<file path="config.mk">
export PLATFORM = sky130hd
export DESIGN_NAME = quad_pulse_counter
export DESIGN_NICKNAME = d
export VERILOG_FILES = /design/src/rtl/quad_pulse_counter.sv
export SDC_FILE = /design/constraint.sdc
export NUM_CORES = 1
export LEC_CHECK = 0
export ABC_AREA = 1
export BUFFER_PORTS_ARGS = -buffer_cell sky130_fd_sc_hd__buf_4
export CAP_MARGIN = 5
export CORE_ASPECT_RATIO = 1.4
export CORE_MARGIN = 2
export CORE_UTILIZATION = 35
export CTS_CLUSTER_SIZE = 30
export DETAILED_ROUTE_END_ITERATION = 10
export SLEW_MARGIN = 10
export SYNTH_ARGS = -nofsm -noshare
export SYNTH_HDL_FRONTEND = slang
export SYNTH_SLANG_ARGS = --single-unit
</file>
<file path="constraint.sdc">
create_clock -name clk -period 4.39 [get_ports clk]
set_clock_uncertainty 0.15 [all_clocks]
set_input_delay 1.317 -clock clk [delete_from_list [all_inputs] [get_ports clk]]
set_output_delay 1.317 -clock clk [all_outputs]
set_load 0.03 [all_outputs]
</file>
<file path="src/rtl/quad_pulse_counter.sv">
module quad_pulse_counter #(
  parameter int CNT_W = 32,
  parameter int FLT_W = 11
) (
  input  logic                    clk,
  input  logic                    rst_n,
  input  logic                    clear,
  input  logic                    enable,
  input  logic                    in_a,
  input  logic                    in_b,
  input  logic                    quad_mode,
  input  logic                    single_down,
  input  logic [1:0]              mult,
  input  logic [FLT_W-1:0]        filt_len,
  input  logic signed [CNT_W-1:0] set_value,
  output logic signed [CNT_W-1:0] count,
  output logic                    reached,
  output logic                    dual_err
);

  logic [1:0] a_sy, b_sy;
  logic a_p, b_p, a_f, a_fp;
  logic [FLT_W-1:0] flt_cnt;

  wire a_s = a_sy[1];
  wire b_s = b_sy[1];
  wire [FLT_W-1:0] flt_n = (filt_len == '0) ? FLT_W'(1) : filt_len;

  always_ff @(posedge clk or negedge rst_n) begin
    if (!rst_n) begin
      a_sy <= '0;
      b_sy <= '0;
      a_p  <= 1'b0;
      b_p  <= 1'b0;
      a_fp <= 1'b0;
    end else begin
      a_sy <= {a_sy[0], in_a};
      b_sy <= {b_sy[0], in_b};
      a_p  <= a_s;
      b_p  <= b_s;
      a_fp <= a_f;
    end
  end

  always_ff @(posedge clk or negedge rst_n) begin
    if (!rst_n) begin
      a_f     <= 1'b0;
      flt_cnt <= '0;
    end else if (a_s == a_f) begin
      flt_cnt <= '0;
    end else if ({1'b0, flt_cnt} + 1'b1 >= {1'b0, flt_n}) begin
      a_f     <= a_s;
      flt_cnt <= '0;
    end else begin
      flt_cnt <= flt_cnt + 1'b1;
    end
  end

  wire da   = a_s ^ a_p;
  wire db   = b_s ^ b_p;
  wire same = ~(a_s ^ b_s);
  wire dual = quad_mode & da & db;
  wire rise_af = a_f & ~a_fp;

  logic up, dn;
  always_comb begin
    up = 1'b0;
    dn = 1'b0;
    if (!quad_mode) begin
      up = rise_af & ~single_down;
      dn = rise_af & single_down;
    end else if (!dual) begin
      case (mult)
        2'd0: begin
          up = db & a_s & b_s;
          dn = db & a_s & ~b_s;
        end
        2'd1: begin
          up = db & same;
          dn = db & ~same;
        end
        default: begin
          up = (db & same) | (da & ~same);
          dn = (db & ~same) | (da & same);
        end
      endcase
    end
  end

  wire signed [CNT_W-1:0] cnt_nxt = up ? count + 1'b1 : (dn ? count - 1'b1 : count);

  always_ff @(posedge clk or negedge rst_n) begin
    if (!rst_n) begin
      count    <= '0;
      reached  <= 1'b0;
      dual_err <= 1'b0;
    end else if (clear) begin
      count    <= '0;
      reached  <= (set_value == '0);
      dual_err <= 1'b0;
    end else if (enable) begin
      count   <= cnt_nxt;
      reached <= (cnt_nxt == set_value);
      if (dual) dual_err <= 1'b1;
    end
  end

endmodule

</file>
==> impl_metrics.json <==
{
  "status": "completed",
  "ys_ff_latch": 53,
  "hold_depth": 0,
  "clkSlewWorstSetupHoldPaths_ns": 0.07,
  "synth_area_um2": 5850,
  "drc": 0,
  "synthCells": 1034,
  "coreArea_um2": 16200,
  "hp-class": "flip-flop to flip-flop",
  "synth_adder_area_share_pct": 2.99,
  "synth_fp_nets": 1101,
  "cts_tree": "yes",
  "synthSimpleGateAreaFrac_pct": 49.7,
  "crit_required_ns": 4.48,
  "root_buffer": "clkbuf_16",
  "die_x_um": 113,
  "clk_latency_ns": 0.31,
  "antenna_found_initial": 0,
  "period_needed_ns": 3.40,
  "portBuffers": 86,
  "synth_xor_area_share_pct": 7.36,
  "cts-root-to-sink-buffers": 2,
  "firstDrtPassIters": 5,
  "vias": 6707,
  "hpwl_um": 17700,
  "numClockSinks": 53,
  "drtAntennaViolNets": 0,
  "criticalPathCategory": "input port to flip-flop",
  "die-area_um2": 17800,
  "finalHoldViolCount": 0,
  "vias_per_cell": 5.13,
  "rsz0062_at_grt": "false",
  "layout_commonest_cell": "nand2_1",
  "fin_setup_tns_ns": 0,
  "initial_utilization_pct": 36.0,
  "grt_pass1_vias": 6324,
  "max_freq_mhz": 294,
  "num_rows": 55,
  "startpoint_type": "input port",
  "ys_types": 38,
  "die_h_um": 157,
  "synthMuxAreaShare_pct": 0,
  "relSlewSlack_pct": 51.5,
  "end_kind": "flip-flop",
  "setup_violations": 0,
  "power.density_nw_per_um2": 316,
  "layout.nets": 1175,
  "grt_pass1_wl_um": 34200,
  "post-cts-setup-buffers": 0,
  "drv_slew": 0,
  "wl_um": 21800,
  "period_share_pct": 77.4,
  "path_max_fanout": 21,
  "place_congestion": 1.00,
  "synth_top_family_by_area": "simple AND/OR/NAND/NOR gates",
  "drv_cap": 0,
  "htreeDepth": 2,
  "ir_drop_mv": 0.209,
  "arrival_ns": 3.49,
  "track_usage_pct": 24.8,
  "diodes": 0,
  "io_pins": 87,
  "drtIter0Drc": 442,
  "hold_buffers": 0,
  "yosysWarnings": 0,
  "tightest_slew_ns": 0.728,
  "synth-compound-area-share_pct": 6.05,
  "syn_area_per_cell_um2": 5.66,
  "final_cell_mix": "nand2_1 (401), inv_1 (132), nor2_1 (127)",
  "cellLeakagePower_nw": 3.70,
  "holdWs_ns": 0.215,
  "ctsResizeCount": 0,
  "rr_worst_depth": 17,
  "yosysSeqAreaShare_pct": 22.7,
  "numCtsBuffers": 5,
  "wl_per_cell_um": 16.6,
  "drive_above_1_share_pct": 10.6,
  "overflow": 0,
  "syn_to_final_growth_pct": 17.0,
  "grt_max_degree": 54
}
worst max-delay path: stages:
cell and delay (ns):
buf_4 0.12, nor2_1 0.09, nand3_1 0.07, nand2_1 0.06, nor2_1 0.06, nand2_2 0.13, nand3_4 0.21, inv_2 0.38
nand2_1 0.09, nand2_1 0.07, nand2_1 0.06, nand2_1 0.08, nand2_1 0.05, nand2_1 0.09, nand2_1 0.06, nor2_1 0.19
nand2_1 0.08, nor2_1 0.09, nand2_1 0.07, a21oi_2 0.10
per-layer routing:
layer	share of wire (%)	up-vias	global-route usage, %
met5	0	-	0
met4	3.3	0	9.29
met3	3.8	35	2.39
met2	52	190	46.2
met1	40	3074	29.3
li1	-	3408	-
cells in the mapped netlist (all sizes together):
| master | number | area share (%) |
|---|---|---|
| nor3b | 3 | 0.47 |
| nor4 | 2 | 0.21 |
| dfrtp | 53 | 23 |
| ha | 14 | 3.0 |
| nand4 | 17 | 1.8 |
| and3 | 3 | 0.32 |
| nor3 | 31 | 2.9 |
| xor2 | 41 | 6.1 |
| o21bai | 1 | 0.13 |
| nand3 | 105 | 9.3 |
| a21oi | 12 | 1.2 |
| nand3b | 3 | 0.38 |
| o22ai | 22 | 2.4 |
| o21ai | 23 | 2.0 |
| nand2 | 403 | 26 |
| xnor2 | 3 | 0.45 |
| inv | 137 | 8.8 |
| clkbuf | 12 | 0.77 |
| xnor3 | 2 | 0.77 |
| a41oi | 1 | 0.15 |
| a41o | 1 | 0.17 |
| buf | 16 | 1.6 |
| a211oi | 1 | 0.13 |
| nor2 | 128 | 8.3 |
power breakdown:
part / internal [mW] / total, mW / switching [mW]
registers: 0.536 / 0.644 / 0.108
logic: 0.345 / 1.04 / 0.691
clock network: 0.286 / 0.483 / 0.197
total: 1.17 / 2.16 / 0.996
flip-flops by register name, indices dropped and copies added (netlist names), 2 cells and up:
register and count:
a_sy 2, count 32, b_sy 2, flt_cnt 11
cell families after synthesis:
family,Yosys count
compound gates,61
flops,53
fa+ha+maj,14
xor+xnor,46
simple gates,695
buf+inv,165
metrics by stage:
stage	util, %	setup WS [ns]	cells	power, mW	cell area, um^2
after global placement	41.1	0.734	1300	1.68	6670
after detailed placement	41.1	0.680	1300	1.68	6670
after global routing	42.1	0.711	1308	2.33	6850
after floorplan	-	1.25	1034	1.34	5850
final	42.1	0.990	1308	2.16	6850
after CTS	42.1	1.01	1308	2.17	6850
layout make-up:
class,instances,area (um^2)
multi-input cells,816,3870
clock inverters,1,30.0
well taps,199,249
clock buffers,7,143
inverters,137,517
flip-flops and latches,53,1330
fillers,1822,9400
repair buffers,95,713
worst paths after layout:
path / from / end / slack, ns
max in group asynchronous: rst_n / flt_cnt[0] / 2.69
worst min-delay path: a_sy[0] / a_sy[1] / 0.22
min in group asynchronous: rst_n / count[10] / 0.91
worst max-delay path: mult[1] / reached / 0.99
worst min register to register: a_sy[0] / a_sy[1] / 0.22
worst max register to register: count[0] / reached / 1.15
No activity file was read; power rests on OpenSTA's default activity.
